[src/rtl/spim_pkg.sv]
package spim_pkg;
  localparam int BUS_W     = 32;
  localparam int ADDR_W    = 5;
  localparam int WORD_W    = 16;
  localparam int SHORT_W   = 8;
  localparam int HALF_W    = 4;
  localparam int CFG_W     = 6;
  localparam int BITCNT_W  = $clog2(WORD_W);
  localparam int HALF_MIN  = 2;
  localparam logic [CFG_W-1:0] CFG_RESET = 6'h12;

  localparam logic [ADDR_W-1:0] OFS_CTRL  = 5'h00;
  localparam logic [ADDR_W-1:0] OFS_CFG   = 5'h04;
  localparam logic [ADDR_W-1:0] OFS_TX    = 5'h08;
  localparam logic [ADDR_W-1:0] OFS_RX    = 5'h0C;
  localparam logic [ADDR_W-1:0] OFS_CAUSE = 5'h10;

  localparam int CFG_WIDE_BIT = 5;
endpackage

[src/rtl/spim_clkdiv.sv]
module spim_clkdiv
  import spim_pkg::*;
(
  input  logic              clk_i,
  input  logic              rst_ni,
  input  logic              run_i,
  input  logic [HALF_W-1:0] half_i,
  output logic              tick_o
);
  logic [HALF_W-1:0] cnt_q, cnt_d;

  assign tick_o = run_i && (cnt_q == half_i - HALF_W'(1));

  always_comb begin
    cnt_d = cnt_q + HALF_W'(1);
    if (!run_i || tick_o) cnt_d = '0;
  end

  always_ff @(posedge clk_i or negedge rst_ni) begin
    if (!rst_ni) cnt_q <= '0;
    else         cnt_q <= cnt_d;
  end
endmodule

[src/rtl/spim_shifter.sv]
module spim_shifter
  import spim_pkg::*;
(
  input  logic              clk_i,
  input  logic              rst_ni,
  input  logic              start_i,
  input  logic              wide_i,
  input  logic [HALF_W-1:0] half_i,
  input  logic [WORD_W-1:0] tx_i,
  input  logic              miso_i,
  output logic              busy_o,
  output logic              finish_o,
  output logic              sck_o,
  output logic              mosi_o,
  output logic [WORD_W-1:0] rx_o
);
  logic              busy_q, busy_d;
  logic              sck_q, sck_d;
  logic              wide_q, wide_d;
  logic [HALF_W-1:0] half_q, half_d;
  logic [WORD_W-1:0] sh_q, sh_d;
  logic [WORD_W-1:0] rx_q, rx_d;
  logic [BITCNT_W-1:0] bit_q, bit_d;
  logic              tick, last;

  spim_clkdiv u_div (
    .clk_i  (clk_i),
    .rst_ni (rst_ni),
    .run_i  (busy_q),
    .half_i (half_q),
    .tick_o (tick)
  );

  assign last     = (bit_q == (wide_q ? BITCNT_W'(WORD_W-1) : BITCNT_W'(SHORT_W-1)));
  assign finish_o = busy_q && tick && sck_q && last;
  assign busy_o   = busy_q;
  assign sck_o    = sck_q;
  assign mosi_o   = busy_q && sh_q[WORD_W-1];
  assign rx_o     = wide_q ? rx_q : {{(WORD_W-SHORT_W){1'b0}}, rx_q[SHORT_W-1:0]};

  always_comb begin
    busy_d = busy_q;
    sck_d  = sck_q;
    wide_d = wide_q;
    half_d = half_q;
    sh_d   = sh_q;
    rx_d   = rx_q;
    bit_d  = bit_q;
    if (start_i && !busy_q) begin
      busy_d = 1'b1;
      sck_d  = 1'b0;
      wide_d = wide_i;
      half_d = half_i;
      sh_d   = wide_i ? tx_i : {tx_i[SHORT_W-1:0], {(WORD_W-SHORT_W){1'b0}}};
      rx_d   = '0;
      bit_d  = '0;
    end else if (busy_q && tick) begin
      if (!sck_q) begin
        sck_d = 1'b1;
        rx_d  = {rx_q[WORD_W-2:0], miso_i};
      end else begin
        sck_d = 1'b0;
        if (last) begin
          busy_d = 1'b0;
        end else begin
          sh_d  = {sh_q[WORD_W-2:0], 1'b0};
          bit_d = bit_q + BITCNT_W'(1);
        end
      end
    end
  end

  always_ff @(posedge clk_i or negedge rst_ni) begin
    if (!rst_ni) begin
      busy_q <= 1'b0;
      sck_q  <= 1'b0;
      wide_q <= 1'b0;
      half_q <= HALF_W'(HALF_MIN);
      sh_q   <= '0;
      rx_q   <= '0;
      bit_q  <= '0;
    end else begin
      busy_q <= busy_d;
      sck_q  <= sck_d;
      wide_q <= wide_d;
      half_q <= half_d;
      sh_q   <= sh_d;
      rx_q   <= rx_d;
      bit_q  <= bit_d;
    end
  end
endmodule

[src/rtl/spim_regs.sv]
module spim_regs
  import spim_pkg::*;
(
  input  logic              clk_i,
  input  logic              rst_ni,
  input  logic              wr_i,
  input  logic [ADDR_W-1:0] addr_i,
  input  logic [BUS_W-1:0]  wdata_i,
  output logic [BUS_W-1:0]  rdata_o,
  input  logic              busy_i,
  input  logic              finish_i,
  input  logic [WORD_W-1:0] rx_i,
  output logic              start_o,
  output logic              wide_o,
  output logic [HALF_W-1:0] half_o,
  output logic              cs_o,
  output logic              done_o
);
  logic              cs_q, cs_d;
  logic [CFG_W-1:0]  cfg_q, cfg_d;
  logic              done_q, done_d;
  logic [WORD_W-1:0] rxd_q, rxd_d;
  logic              wr_ctrl, wr_cfg, wr_cause;

  assign wr_ctrl  = wr_i && (addr_i == OFS_CTRL);
  assign wr_cfg   = wr_i && (addr_i == OFS_CFG);
  assign wr_cause = wr_i && (addr_i == OFS_CAUSE);
  assign start_o  = wr_i && (addr_i == OFS_TX) && !busy_i;
  assign wide_o   = cfg_q[CFG_WIDE_BIT];
  assign half_o   = (cfg_q[HALF_W-1:0] < HALF_W'(HALF_MIN)) ? HALF_W'(HALF_MIN)
                                                            : cfg_q[HALF_W-1:0];
  assign cs_o     = cs_q;
  assign done_o   = done_q;

  always_comb begin
    cs_d   = wr_ctrl ? wdata_i[0] : cs_q;
    cfg_d  = wr_cfg  ? wdata_i[CFG_W-1:0] : cfg_q;
    rxd_d  = finish_i ? rx_i : rxd_q;
    done_d = done_q;
    if (finish_i)                     done_d = 1'b1;
    else if (wr_cause && !wdata_i[0]) done_d = 1'b0;
  end

  always_ff @(posedge clk_i or negedge rst_ni) begin
    if (!rst_ni) begin
      cs_q   <= 1'b0;
      cfg_q  <= CFG_RESET;
      done_q <= 1'b0;
      rxd_q  <= '0;
    end else begin
      cs_q   <= cs_d;
      cfg_q  <= cfg_d;
      done_q <= done_d;
      rxd_q  <= rxd_d;
    end
  end

  always_comb begin
    rdata_o = '0;
    unique case (addr_i)
      OFS_CTRL:  rdata_o[0] = cs_q;
      OFS_CFG:   rdata_o[CFG_W-1:0] = cfg_q;
      OFS_RX:    rdata_o[WORD_W-1:0] = rxd_q;
      OFS_CAUSE: rdata_o[0] = done_q;
      default:   rdata_o = '0;
    endcase
  end
endmodule

[src/rtl/spim_ctrl_top.sv]
module spim_ctrl_top
  import spim_pkg::*;
(
  input  logic              clk_i,
  input  logic              rst_ni,
  input  logic              bus_wr_i,
  input  logic [ADDR_W-1:0] bus_addr_i,
  input  logic [BUS_W-1:0]  bus_wdata_i,
  output logic [BUS_W-1:0]  bus_rdata_o,
  output logic              spi_sck_o,
  output logic              spi_mosi_o,
  input  logic              spi_miso_i,
  output logic              spi_cs_n_o
);
  logic [1:0]        rst_pipe_q;
  logic              rst_sync_n;
  logic              eng_start, eng_busy, eng_finish, eng_wide;
  logic [HALF_W-1:0] eng_half;
  logic [WORD_W-1:0] eng_rx;
  logic              cs_act, done_flag;

  always_ff @(posedge clk_i or negedge rst_ni) begin
    if (!rst_ni) rst_pipe_q <= 2'b00;
    else         rst_pipe_q <= {rst_pipe_q[0], 1'b1};
  end
  assign rst_sync_n = rst_pipe_q[1];

  spim_regs u_regs (
    .clk_i    (clk_i),
    .rst_ni   (rst_sync_n),
    .wr_i     (bus_wr_i),
    .addr_i   (bus_addr_i),
    .wdata_i  (bus_wdata_i),
    .rdata_o  (bus_rdata_o),
    .busy_i   (eng_busy),
    .finish_i (eng_finish),
    .rx_i     (eng_rx),
    .start_o  (eng_start),
    .wide_o   (eng_wide),
    .half_o   (eng_half),
    .cs_o     (cs_act),
    .done_o   (done_flag)
  );

  spim_shifter u_shift (
    .clk_i    (clk_i),
    .rst_ni   (rst_sync_n),
    .start_i  (eng_start),
    .wide_i   (eng_wide),
    .half_i   (eng_half),
    .tx_i     (bus_wdata_i[WORD_W-1:0]),
    .miso_i   (spi_miso_i),
    .busy_o   (eng_busy),
    .finish_o (eng_finish),
    .sck_o    (spi_sck_o),
    .mosi_o   (spi_mosi_o),
    .rx_o     (eng_rx)
  );

  assign spi_cs_n_o = !cs_act;
endmodule

[config.mk]
export PLATFORM = sky130hd
export DESIGN_NAME = spim_ctrl_top
export DESIGN_NICKNAME = d
export VERILOG_FILES = /design/src/rtl/spim_pkg.sv /design/src/rtl/spim_clkdiv.sv /design/src/rtl/spim_shifter.sv /design/src/rtl/spim_regs.sv /design/src/rtl/spim_ctrl_top.sv
export SDC_FILE = /design/constraint.sdc
export NUM_CORES = 1
export LEC_CHECK = 0
export CAP_MARGIN = 25
export CORE_MARGIN = 5
export CORE_UTILIZATION = 45
export CTS_BUF_LIST = sky130_fd_sc_hd__clkbuf_8
export DETAILED_ROUTE_END_ITERATION = 10
export PLACE_DENSITY = 0.78
export SYNTH_ARGS = -nofsm -noshare
export SYNTH_HDL_FRONTEND = slang
export SYNTH_SLANG_ARGS = --single-unit
[constraint.sdc]
create_clock -name clk_i -period 6.9 [get_ports clk_i]
set_input_delay 1.38 -clock clk_i [delete_from_list [all_inputs] [get_ports clk_i]]
set_output_delay 1.38 -clock clk_i [all_outputs]
set_load 0.02 [all_outputs]
==> results by group <==
Status
  – Status: finished clean

Worst setup path
  – Critical path fanouts, max: 16
  – Worst Path Required: 5.52 ns
  – Startpoint types: primary input
  – Levels on crit path: 5
  – Worst stage delay on the critical path: 0.61 ns
  – Critical-path top delay cell: clkdlybuf4s50_1
  – WS Path Type: in2out
  – Reg2Reg Depth: 7
  – Crit end category: primary output
  – Delay-heaviest family, CP: buffers and inverters
  – Setup crit start: bus_addr_i[4]
  – Arrival @ worst endpoint: 3.66 ns
  – Critical Path, Cell by Cell: clkdlybuf4s50_1 -> nor3_1 -> and3_1 -> a22o_1 -> clkdlybuf4s50_1
  – Worst path bufs/invs: 2
  – FF-to-FF Start: u_shift.half_q[1]
  – Most common cell on crit path: clkdlybuf4s50_1

Clocking
  – Worst-Skew Late Latency: 0.35 ns
  – CTS root buf: clkbuf_8
  – # hold bufs at CTS: 0
  – Clock slew at reported path FFs: 0.07 ns
  – CTS Buf Count: 9
  – Post-CTS Resized: 0
  – Post-CTS setup repair buffer count: 0
  – Clock Sinks: 73
  – H-tree level count: 3
  – Max Root-Sink Buffers: 2
  – CTS tree: yes

Route
  – DR vias: approximately 2.4k
  – Routed length per instance: 13.5 um
  – WL final: around 6700 um
  – Initial drt markers: 157
  – Antenna viol nets, final: 0
  – DRC: 0
  – Via/cell ratio: 4.94
  – First-pass iteration count of the detailed router: 4

Floorplanning
  – Die Y: 98.8 um
  – Core area: 7690 um2
  – Total die area: ~9800 um2
  – Rows: 32
  – Starting Density: 0.462
  – Die width: 98.8 um
  – I/O pin count: 76

GRT
  – Grt met1 use: 0.196
  – First-pass GRT wire length: roughly 11,000 um
  – Met2 Use GR: 0.217
  – Largest net degree at the start of global routing: 72
  – Initial antenna violation count: 0
  – Number of global-route vias before repair: 2,350
  – Met3 Use GR: 0.0368
  – Gr busiest metal: met2
  – Total GRT Usage: 0.143
  – Overflow after GRT: 0

Logic synthesis
  – Main combinational cell family by area after synthesis: simple AND/OR/NAND/NOR gates
  – Adder-cell share of the synthesized area: 0.0106
  – Post-synthesis cell count: approximately 350
  – Synth Area in Compound Gates: 0.0927
  – Simple-Gate Fraction of Synth Area: 0.155
  – Syn Area/Cell: 10.2 um2
  – Synth cell types: 38
  – Synth Warn #: 0
  – Area of the mapped netlist: 3550 um2
  – Seq cells post-synth: 73
  – Post-synthesis xor/xnor area fraction: 0.0247
  – Seq/Total Area, Yosys: 0.516
  – Multiplexer share of the synthesized area: 0.124

STA
  – Final Max Slew Viols: 0
  – Final setup viols: 0
  – Fmax: 0.198 GHz
  – Tightest Pin Transition: 0.869 ns
  – Min Tclk post-route: 5.04 ns
  – Final TNS setup: 0 ns
  – Final hold vios: 0
  – Hold Slack: 0.365 ns
  – Setup ws final: 1.86 ns
  – Crit share post-route: 0.731
  – RSZ-0062 raised after global routing: no
  – Layout Skew: between 0.006 and 0.007 ns
  – Relative slew slack: 0.421

Pwr
  – P_leak: 1.91 nW
  – Worst IR Drop VDD: 0.176 mV
  – PD cells: 327 nW/um2
  – Total power: 0.00136 W

Placement
  – Post-placement worst setup slack: 1.87 ns
  – Routability cong.: 0.823
  – Post-DP HPWL: 4630 um
  – Placed Instances: approximately 480
  – Port buffer count: 43

Cells and area
  – Non-filler cells, final: roughly 490
  – Share of cells above drive strength 1: 0.113
  – Commonest non-fill, non-tap cells in the layout: nand2_1, dfrtp_1, clkdlybuf4s50_1
  – Most common cell after layout, fill and taps aside: nand2_1
  – Antenna cell count: 0
  – Area Growth Syn to Fin: 16.7%
  – Final nets: around 430

Min path
  – Hold WC Path Type: reg2reg
  – Hold Crit Depth: 0
  – Hold Startpoint: rst_pipe_q[0]

Run
  – Max Cap Violations: 0
registers in the layout, indices dropped and copies added (netlist names), 2 cells and up:
register	flops
u_shift.u_div.cnt_q	4
rst_pipe_q	2
u_shift.half_q	4
u_shift.bit_q	4
u_shift.sh_q	16
u_regs.rxd_q	16
u_shift.rx_q	16
u_regs.cfg_q	6
worst reg2reg max path: stages, from the launching register on:
cell	delay [ns]
dfstp_2	0.54
inv_1	0.05
ha_1	0.18
xnor2_1	0.14
xnor2_1	0.50
nor4_2	0.11
nand2_2	0.41
mux2_2	0.41
stage by stage:
step,area (um2),utilization
5_1_grt,4140,0.539
6_report,4140,0.539
3_3_place_gp,3980,0.518
4_1_cts,4140,0.539
2_1_floorplan,3610,-
3_5_place_dp,3980,0.518
worst paths after layout:
| check | endpoint | slack [ns] |
|---|---|---|
| worst min register to register | rst_pipe_q[1] | 0.37 |
| max in group asynchronous | rst_pipe_q[1] | 5.59 |
| worst max-delay path | bus_rdata_o[5] | 1.86 |
| min in group asynchronous | u_shift.sh_q[10] | 0.47 |
| worst min-delay path | rst_pipe_q[1] | 0.37 |
| worst max register to register | u_regs.rxd_q[2] | 4.46 |
cell usage after synthesis:
cell type  instances  share of area
nor4_2             2         0.0070
nand2b_1           4         0.0070
nand2_2            2         0.0035
ha_1               3          0.011
nand3_1            2         0.0028
nor4_1             1         0.0018
a21oi_1           14          0.020
o21ai_0           20          0.028
buf_4             16          0.034
mux2_2            15          0.048
a21o_1             1         0.0021
buf_6              2         0.0063
nand4_1            2         0.0035
o21ai_1            1         0.0014
inv_1             12          0.013
nor2_1            12          0.013
nand2_1           77          0.081
xnor2_1            6          0.015
o221ai_1           8          0.020
clkbuf_1          11          0.012
a22oi_1            1         0.0021
and4_1             1         0.0025
and3_1             1         0.0018
conb_1             2         0.0021
a22o_1             5          0.012
dfstp_2            3          0.022
a31o_2             1         0.0025
dfrtp_1           70           0.49
nor3_2             1         0.0028
xor2_1             4         0.0099
buf_2              4         0.0056
buf_12             1         0.0056
o211ai_1           1         0.0021
o311ai_0           1         0.0025
nor3_1             2         0.0028
mux2i_1           27          0.076
and2_1            11          0.019
nor4_4             1         0.0060
power breakdown:
group | leakage, nW | switching [W] | internal, W
sequential | 0.886 | 0.000115 | 0.000588
clock | 0.0929 | 0.000152 | 0.000134
combinational | 0.932 | 0.000191 | 0.000175
layout make-up:
cell class                      instances  area, um2
Inverter                               12       45.0
Sequential cell                        73       1830
Fill cell                             710       3540
Clock buffer                           10        138
Multi-Input combinational cell        244       1520
Tap cell                              102        128
Timing Repair Buffer                   47        460
Clock inverter                          5       23.8
logic make-up after synthesis:
group,count (synthesis)
adders and majority gates,3
xor gates and xnor gates,10
and+or+nand+nor,119
AOI/OAI and AO/OA,53
DFF,73
buffers and inverters,46
muxes,42
other,2
per-layer routing:
layer,up-vias,routed length (um),share of wire
met2,45,3160,0.47
met4,0,110,0.017
met3,10,263,0.040
met5,-,0,0
li1,1209,-,-
met1,1172,3120,0.47
(Power assumes the default switching activity.)
